## config.mk

```make
export PLATFORM = sky130hd
export DESIGN_NAME = ir_stage
export DESIGN_NICKNAME = d
export VERILOG_FILES = /design/src/rtl/ir_stage.sv
export SDC_FILE = /design/constraint.sdc
export NUM_CORES = 1
export LEC_CHECK = 0
export BUFFER_PORTS_ARGS = -buffer_cell sky130_fd_sc_hd__buf_2
export CAP_MARGIN = 25
export CORE_AREA = 2 2 39 41
export CTS_CLUSTER_SIZE = 25
export DETAILED_ROUTE_END_ITERATION = 7
export DIE_AREA = 0 0 41 43
export PLACE_DENSITY_LB_ADDON = 0.1
export SLEW_MARGIN = 20
export SYNTH_ARGS = -nofsm -noshare
export SYNTH_HDL_FRONTEND = slang
export SYNTH_SLANG_ARGS = --single-unit
```

## constraint.sdc

```tcl
create_clock -name tck -period 1.93 [get_ports tck]
set_input_delay 0.4825 -clock tck [delete_from_list [all_inputs] [get_ports tck]]
set_output_delay 0.4825 -clock tck [all_outputs]
set_load 0.01 [all_outputs]
```

## src/rtl/ir_stage.sv

```systemverilog
module ir_stage #(
  parameter int          IR_W      = 5,
  parameter logic [IR_W-1:0] OP_BYPASS = 5'b11111,
  parameter logic [IR_W-1:0] OP_SAMPLE = 5'b00001,
  parameter logic [IR_W-1:0] OP_EXTEST = 5'b00000,
  parameter logic [IR_W-1:0] OP_IDCODE = 5'b00010,
  parameter logic [IR_W-1:0] CAP_PAT   = 5'b00001,
  parameter int          SEL_W     = 4
) (
  input  logic             tck,
  input  logic             trst_n,
  input  logic             tdi,
  input  logic             st_reset,
  input  logic             st_capture,
  input  logic             st_shift,
  input  logic             st_update,
  output logic             tdo,
  output logic [IR_W-1:0]  instr,
  output logic [SEL_W-1:0] dr_sel
);

  logic [IR_W-1:0] shreg;

  always_ff @(posedge tck or negedge trst_n) begin
    if (!trst_n)         shreg <= CAP_PAT;
    else if (st_capture) shreg <= CAP_PAT;
    else if (st_shift)   shreg <= {tdi, shreg[IR_W-1:1]};
  end

  assign tdo = shreg[0];

  always_ff @(negedge tck or negedge trst_n) begin
    if (!trst_n)        instr <= OP_BYPASS;
    else if (st_reset)  instr <= OP_BYPASS;
    else if (st_update) instr <= shreg;
  end

  always_comb begin
    dr_sel = '0;
    unique case (instr)
      OP_SAMPLE: dr_sel[1] = 1'b1;
      OP_EXTEST: dr_sel[2] = 1'b1;
      OP_IDCODE: dr_sel[3] = 1'b1;
      default:   dr_sel[0] = 1'b1;
    endcase
  end

  a_r1_capture_pattern: assert property (@(posedge tck) disable iff (!trst_n)
    st_capture |=> (tdo == 1'b1) && (shreg[IR_W-1:1] == '0));

  a_r2_shift_toward_tdo: assert property (@(posedge tck) disable iff (!trst_n)
    (st_shift && !st_capture) |=> (tdo == $past(shreg[1])) && (shreg[IR_W-1] == $past(tdi)));

  a_r9_hold_shift_stage: assert property (@(posedge tck) disable iff (!trst_n)
    (!st_shift && !st_capture) |=> $stable(tdo));

  a_r3_hold_instr: assert property (@(negedge tck) disable iff (!trst_n)
    (!st_update && !st_reset) |=> $stable(instr));

  a_r3_update_copy: assert property (@(negedge tck) disable iff (!trst_n)
    (st_update && !st_reset) |=> instr == $past(shreg));

  a_r5_reset_state: assert property (@(negedge tck) disable iff (!trst_n)
    st_reset |=> instr == OP_BYPASS);

  a_r7_onehot_select: assert property (@(posedge tck) disable iff (!trst_n)
    $countones(dr_sel) == 1);

  a_r8_default_bypass: assert property (@(posedge tck) disable iff (!trst_n)
    (instr != OP_SAMPLE && instr != OP_EXTEST && instr != OP_IDCODE) |-> dr_sel[0]);

endmodule

```

After elaboration in Yosys (flattened, before gate mapping):

Index checks and enable logic that the tools add are counted.

* flip-flop bits (word level): 10
* bits of input ports: 7
* output and inout port bits: 10
* logic and storage cells: 16

* equality and inequality tests: 2
* multiplexer cells: 8
* reductions and logical operators: 4

Operator list (number)
* two-way mux 5 bit: 4
* == test 5 x 1 -> 1 bit (second input constant): 1
* == test 5 x 2 -> 1 bit (second input constant): 1
* logical NOT 5 bit: 1
* two-way mux 1 bit: 4
* nonzero test 2 bit: 2
* OR reduction 3 bit: 1

Longest topological paths before layout:

Gate-level depths: netlist (run 1).

* depth after elaboration: 3
* mapped depth: 3
* mapped depth without buffers: 2

==> qor.log, run 1 <==
qor: run_status.run_status finished with violations
qor: run_status.violations negative setup slack
qor: worst_setup_path.end_kind primary output
qor: clock_tree.clock_tree.root_cell clkbuf_4
qor: timing.unrepaired_setup_endpoints_after_global_routing true
qor: pwr.p_seq_frac 0.478
qor: timing.max-slew-margin-rel 0.8519
qor: worst_setup_path.timing.critical_path.fanout_max 4
qor: pwr.share_clk_of_total_power 0.370
qor: clock_tree.clock-sinks 10
qor: clock_tree.cts.htree.levels 1
qor: run.maxCapViolCount 0
qor: cells_and_area.drive_gt1_frac 0.5397
qor: route.antenna_left 0
qor: worst_setup_path.critical_path.startpoint_type flip-flop
qor: place.placed_cells_incl_taps 71
qor: logic_synthesis.count_of_different_cell_masters_after_synthesis 13
qor: clock_tree.cts_hold_buf 0
qor: cells_and_area.nets 71
qor: floorplan.floorplan_die_area 1763 um2
qor: clock_tree.tritoncts done
qor: place.numPortBuffers 16
qor: logic_synthesis.avgSynthCellArea 12.35 um2
qor: logic_synthesis.synth_warnings 0
qor: worst_setup_path.r2r_slack 0.27 ns
qor: logic_synthesis.synthesis.instances 38
qor: global_routing.antenna_found_initial 0
qor: cells_and_area.flow.area_growth_from_synthesis 46.13%
qor: worst_setup_path.worst-endpoint-required 1.45 ns
qor: pwr.vdd_drop_max 384.7 uV
qor: worst_setup_path.data_arrival_critical_path 2.39 ns
qor: logic_synthesis.combinational_family_with_the_most_area_after_synthesis simple AND/OR/NAND/NOR gates
qor: logic_synthesis.synth_nets 45
qor: pwr.total_leakage_power 0.3457 nW
qor: pwr.power 0.5008 mW
qor: global_routing.first_pass_grt_wire_length 1.518 mm
qor: global_routing.use_met1 0.1554
qor: floorplan.die_x 41 um
qor: global_routing.gr-usage-all-layers 0.1366
qor: global_routing.globalRouteMet2Util 0.2000
qor: logic_synthesis.post_synth_xor_area_fraction 0
qor: global_routing.first_global_vias 361
qor: timing.setup_viol 9
qor: global_routing.grt_max_degree 11
qor: logic_synthesis.synthSimpleGateAreaFrac 0.2053
qor: timing.holdWs 0.06247 ns
qor: timing.worst_slew_pin_slew 0.2222 ns
qor: floorplan.row_count 14
qor: pwr.internal_power 0.3657 mW
qor: floorplan.io-pin-count 17
qor: clock_tree.clkLatencyLatePin 0.32 ns
qor: worst_setup_path.cp-startpoint instr[3]
qor: logic_synthesis.seq_area_frac_synth 0.5493
qor: logic_synthesis.synth.ff_latch_count 10
qor: route.via_per_inst 4.696
qor: floorplan.core_region_area 1384 um2
qor: worst_setup_path.worst-r2r-cell-count 1
qor: pwr.power.share.switching 0.2697
qor: clock_tree.cts-buffers-inserted 3
qor: pwr.combinational_power_share 0.152
qor: logic_synthesis.multiplexer_share_of_the_synthesized_area 0.08533
qor: route.drc 0
qor: worst_setup_path.worstSetupEndpoint dr_sel[0]
qor: floorplan.floorplan.initialDensity 0.3391
qor: cells_and_area.layout.filler_cells 136
qor: cells_and_area.final-instance-count-excl-fill 79
qor: pwr.power.density 730.4 nW/um2
qor: timing.fin_ws -0.9419 ns
qor: timing.fin_setup_tns -6.360 ns
qor: route.drt_pass1_iterations 1
qor: timing.hold_viol 0
qor: route.via_count 371
qor: clock_tree.post_cts.repair.setup_buffers 0
qor: pwr.p_switching 0.1351 mW
qor: clock_tree.clock_tree.buffer_depth 2
qor: worst_setup_path.kind_of_critical_path reg2out
qor: timing.fin_skew 0.06491 ns
qor: route.wl_per_cell 11.34 um
qor: logic_synthesis.post_synth_fa_ha_maj_area_fraction 0
qor: route.wl 896 um
qor: timing.final-max-slew-violation-count 0
qor: global_routing.grt.met3_usage 0.04712
qor: logic_synthesis.synth.cell_area 469.2 um2
qor: place.gpl.final_weighted_congestion 0.6473
qor: floorplan.chipHeight 43 um
qor: worst_setup_path.r2r-end instr[2]
qor: cells_and_area.diodes 0
qor: global_routing.global_route.overflow_total 0
qor: place.detailed_place_hpwl 676.8 um
qor: worst_setup_path.worst_r2r_startpoint shreg[2]
qor: hold_path.hold_path_class in2async
qor: cells_and_area.post-route-util 0.4955
qor: global_routing.grt.busiest_layer met2
qor: route.dr.first_iter.drc_count 0
qor: logic_synthesis.synth_compound_gate_area_share 0.1307
qor: clock_tree.worst_setup_hold_path_clk_slew 0.07 ns
[placed cells by master (no fill, tap or decap), drive strengths merged]
cell type  instances
nor3               1
or3                1
nor2b              6
dfstp              6
a21o               1
clkbuf             4
a211o              6
dfrtp              4
inv                5
mux2i              4
buf               19
nor2               4
nor3b              2
[Yosys cell counts]
cell type  count  area share
a211o_1        6        0.11
dfstp_2        6        0.34
nor2b_1        5       0.067
dfrtp_1        4        0.21
mux2i_1        4       0.085
nor2_1         4       0.032
buf_2          2       0.021
nor3b_2        2       0.053
a21o_2         1       0.019
inv_1          1      0.0080
nor2b_2        1       0.019
nor3_1         1       0.011
or3_4          1       0.024
[stage by stage]
step | worst slack, ns | cell area [um2]
final | -0.9419 | 685.7
after global placement | -0.6086 | 599.3
after CTS | -0.9575 | 685.7
after floorplan | -0.5290 | 493.0
after global routing | -0.9972 | 685.7
after detailed placement | -0.6190 | 599.3
[cell type report]
| type | count | area (um2) | share of cell area |
|---|---|---|---|
| multi-input combinational | 25 | 215.2 | 0.3139 |
| tap | 16 | 20.02 | 0.02920 |
| timing repair buffer | 19 | 147.6 | 0.2153 |
| clock buffer | 4 | 26.28 | 0.03832 |
| sequential | 10 | 257.7 | 0.3759 |
| clock inverter | 5 | 18.77 | 0.02737 |
[routing by layer]
metal | wire (um) | vias up
met5 | 0 | -
met4 | 8 | 0
met3 | 60 | 2
met2 | 506 | 12
met1 | 321 | 175
li1 | - | 182
[power by group through the flow]
stage / clock, mW / sequential (mW) / combinational (mW)
2_1_floorplan: 0.0193 / 0.246 / 0.0304
3_3_place_gp: 0.0193 / 0.240 / 0.0630
3_5_place_dp: 0.0193 / 0.241 / 0.0650
4_1_cts: 0.196 / 0.240 / 0.0770
5_1_grt: 0.225 / 0.241 / 0.0833
6_report: 0.185 / 0.239 / 0.0760
[sequential cells by signal, indices dropped and copies added, names as in the netlist]
name   cells
instr      5
shreg      5
[timing repair]
| action | CTS | global route |
|---|---|---|
| gates resized for setup | 8 | 0 |
| endpoints found under the setup margin | 9 | 9 |
| pin swaps | 1 | 0 |
[worst min path at each step]
stage,to,cells after the start
finish,shreg[3],1
global route,shreg[4],1
CTS,shreg[3],1
detailed placement,shreg[3],1
global placement,shreg[3],1
floorplan,shreg[1],0
[kinds of logic (layout without fill, tap and decap cells)]
group,count (synthesis),count (layout)
and+or+nand+nor,14,14
DFF,10,10
AOI/OAI and AO/OA,7,7
muxes,4,4
buffers and inverters,3,28
[worst max-delay path, cell delays in order (launching register included)]
cell	delay, ns
dfstp_2	0.36
or3_4	0.42
a21o_2	0.21
buf_6	0.11
Note: power is estimated with default switching activity, not from simulation.
==> run 2: changes to the inputs <==
==> constraint.sdc (replaced) <==
create_clock -name tck -period 1.93 [get_ports tck]
set_input_delay 0.2895 -clock tck [delete_from_list [all_inputs] [get_ports tck]]
set_output_delay 0.2895 -clock tck [all_outputs]
set_load 0.01 [all_outputs]
==> run 2 against run 1 <==
Net effect:
- critical path type unchanged
- critical path depth unchanged
- highest routed layer is now met3
- first-iteration DRC count grew 5
- wire length rose by 2.5%
- non-clock buffer count up 3
- the flow still finishes with violations (negative setup slack)
==> qor.log, run 2 (synthesized netlist as in run 1, its figures left out) <==
qor: run_status.run_status finished with violations
qor: run_status.violations negative setup slack
qor: timing.fin_skew 0.05688 ns [-0.008024 ns]
qor: worst_setup_path.critical_path.max_stage_delay 0.42 ns [about the same]
qor: cells_and_area.nets 74 [+4.2%]
qor: clock_tree.cts-buffers-inserted 3 [unchanged]
qor: pwr.p_seq_frac 0.479 [about the same]
qor: pwr.p_switching 0.1326 mW [-1.8%]
qor: timing.max-slew-margin-rel 0.8565 [+0.004611]
qor: global_routing.first_global_vias 377 [+4.4%]
qor: cells_and_area.flow.area_growth_from_synthesis 51.47%
qor: worst_setup_path.end_kind primary output
qor: worst_setup_path.worst-endpoint-required 1.64 ns [+0.19 ns]
qor: worst_setup_path.cpMaxStageDelayCell or3_4
qor: timing.setup_viol 9 [unchanged]
qor: hold_path.hold_path_class in2reg
qor: cells_and_area.drive_gt1_frac 0.5455 [+0.005772]
qor: worst_setup_path.kind_of_critical_path reg2out
qor: pwr.internal_power 0.3704 mW [+1.3%]
qor: timing.final-max-slew-violation-count 0 [unchanged]
qor: clock_tree.clock_tree.buffer_depth 2 [unchanged]
qor: route.via_per_inst 4.841 [+3.1%]
qor: clock_tree.clock-sinks 10 [unchanged]
qor: pwr.power.density 707.8 nW/um2 [-3.1%]
qor: route.drt_pass1_iterations 2 [+1]
qor: global_routing.first_pass_grt_wire_length 1.531 mm [+0.86%]
qor: cells_and_area.commonest_non_fill_non_tap_cells_in_the_layout buf_2 (10), buf_6 (8), a211o_1 (6), dfstp_2 (6)
qor: hold_path.hold_path.startpoint st_capture
qor: floorplan.floorplan_die_area 1763 um2 [unchanged]
qor: pwr.combinational_power_share 0.162 [+0.010]
qor: timing.unrepaired_setup_endpoints_after_global_routing true
qor: route.via_count 397 [+7.0%]
qor: timing.fin_ws -0.7397 ns [+0.2022 ns]
qor: worst_setup_path.timing.critical_path.fanout_max 4 [unchanged]
qor: run.maxCapViolCount 0 [unchanged]
qor: route.drc 0 [unchanged]
qor: timing.hold_viol 0 [unchanged]
qor: pwr.total_leakage_power 0.3590 nW [+3.9%]
qor: cells_and_area.diodes 0 [unchanged]
qor: place.placement.cell_area 606.8 um2 [+1.3%]
qor: global_routing.antenna_found_initial 0 [unchanged]
qor: pwr.vdd_drop_max 415.6 uV [+8.0%]
qor: route.dr.first_iter.drc_count 5 [+5]
qor: route.wl_per_cell 11.20 um [-1.3%]
qor: clock_tree.clock_tree.root_cell clkbuf_4
qor: cells_and_area.area_used_by_multi_input_combinational_logic 215.2 um2 [unchanged]
qor: place.gpl.final_weighted_congestion 0.6275 [-3.1%]
qor: floorplan.floorplan.initialDensity 0.3391 [unchanged]
qor: floorplan.core_region_area 1384 um2 [unchanged]
qor: timing.worst_slew_pin_slew 0.2153 ns [-0.006916 ns]
qor: place.numPortBuffers 16 [unchanged]
qor: clock_tree.cts.htree.levels 1 [unchanged]
qor: route.wl 918 um [+2.5%]
qor: worst_setup_path.worst_r2r_startpoint shreg[2]
qor: worst_setup_path.path_cells or3_4 > a21o_2 > buf_6
qor: floorplan.die_x 41 um [unchanged]
qor: clock_tree.tritoncts done
qor: floorplan.chipHeight 43 um [unchanged]
qor: cells_and_area.layout_commonest_cell buf_2
qor: floorplan.io-pin-count 17 [unchanged]
qor: timing.fin_setup_tns -4.581 ns [+1.778 ns]
qor: pwr.power.share.switching 0.2637 [-0.006046]
qor: global_routing.gr-usage-all-layers 0.1346 [-0.002039]
qor: cells_and_area.regArea 257.7 um2 [unchanged]
qor: floorplan.row_count 14 [unchanged]
qor: clock_tree.worst_setup_hold_path_clk_slew 0.07 ns [about the same]
qor: global_routing.global_route.overflow_total 0 [unchanged]
qor: pwr.share_clk_of_total_power 0.360 [-0.010]
qor: worst_setup_path.critical_path.startpoint_type flip-flop
qor: place.detailed_place_hpwl 734.2 um [+8.5%]
qor: route.antenna_left 0 [unchanged]
qor: worst_setup_path.cp-startpoint instr[4]
qor: cells_and_area.reg_top3 instr x5, shreg x5
qor: cells_and_area.layout.filler_cells 142 [+4.4%]
qor: clock_tree.clkLatencyLatePin 0.32 ns [about the same]
qor: worst_setup_path.data_arrival_critical_path 2.38 ns [about the same]
qor: cells_and_area.layout.cell_area.non_filler 710.7 um2 [+3.6%]
qor: global_routing.grt_max_degree 11 [unchanged]
==> run 2: metal layers <==
layer,vias to the layer above,share of wire,track usage
met5,-,0,0
li1,189,-,-
met3,0,0.064,0.06283
met4,0,0,0.08000
met2,13,0.53,0.2156
met1,195,0.40,0.1318
==> run 2: worst max-delay path: cells and delay by family, from the launching register on <==
kind,cells,cell delay (ns)
and+or+nand+nor,1,0.42
AOI/OAI and AO/OA,1,0.21
buffers and inverters,1,0.11
DFF,1,0.36
==> run 2: power by group through the flow <==
stage          registers, mW  clock network, mW  logic [mW]
3_5_place_dp           0.242             0.0193      0.0668
6_report               0.241              0.181      0.0813
2_1_floorplan          0.246             0.0193      0.0290
4_1_cts                0.241              0.190      0.0789
5_1_grt                0.242              0.218      0.0888
3_3_place_gp           0.241             0.0193      0.0644
==> run 2: through the flow <==
| stage | utilization | total power, mW | setup WS, ns | std cells | hold slack (ns) |
|---|---|---|---|---|---|
| global placement | 0.4385 | 0.3247 | -0.4171 | 72 | 0.1481 |
| global route | 0.5136 | 0.5491 | -0.7984 | 82 | 0.2474 |
| floorplan | - | 0.2948 | -0.3360 | 38 | -0.006091 |
| finish | 0.5136 | 0.5030 | -0.7397 | 82 | 0.2484 |
| detailed placement | 0.4385 | 0.3283 | -0.4294 | 72 | 0.1542 |
| CTS | 0.5054 | 0.5106 | -0.7488 | 81 | 0.2380 |
==> run 2: repair_timing <==
action                                  in CTS  in global routing
pin swaps                                    1                  1
gates resized for setup                      7                  1
setup buffers                                0                  1
endpoints found under the setup margin       9                  9
hold endpoints to repair                     4                  0
hold buffers                                 1                  0
==> run 2: final cells by class <==
class                   instances  area share
flip-flops and latches         10      0.3627
multi-input cells              25      0.3028
repair buffers                 22      0.2430
clock buffers                   4     0.03697
well taps                      16     0.02817
clock inverters                 5     0.02641
==> run 2: worst paths after layout <==
| path | to | slack [ns] | depth (start not counted) |
|---|---|---|---|
| max | dr_sel[0] | -0.74 | 3 |
| min | shreg[2] | 0.25 | 2 |
| max reg2reg | instr[2] | 0.27 | 1 |
| min reg2reg | shreg[0] | 0.53 | 1 |
| max in group asynchronous | instr[4] | 0.35 | 2 |
| min in group asynchronous | shreg[1] | 0.41 | 2 |
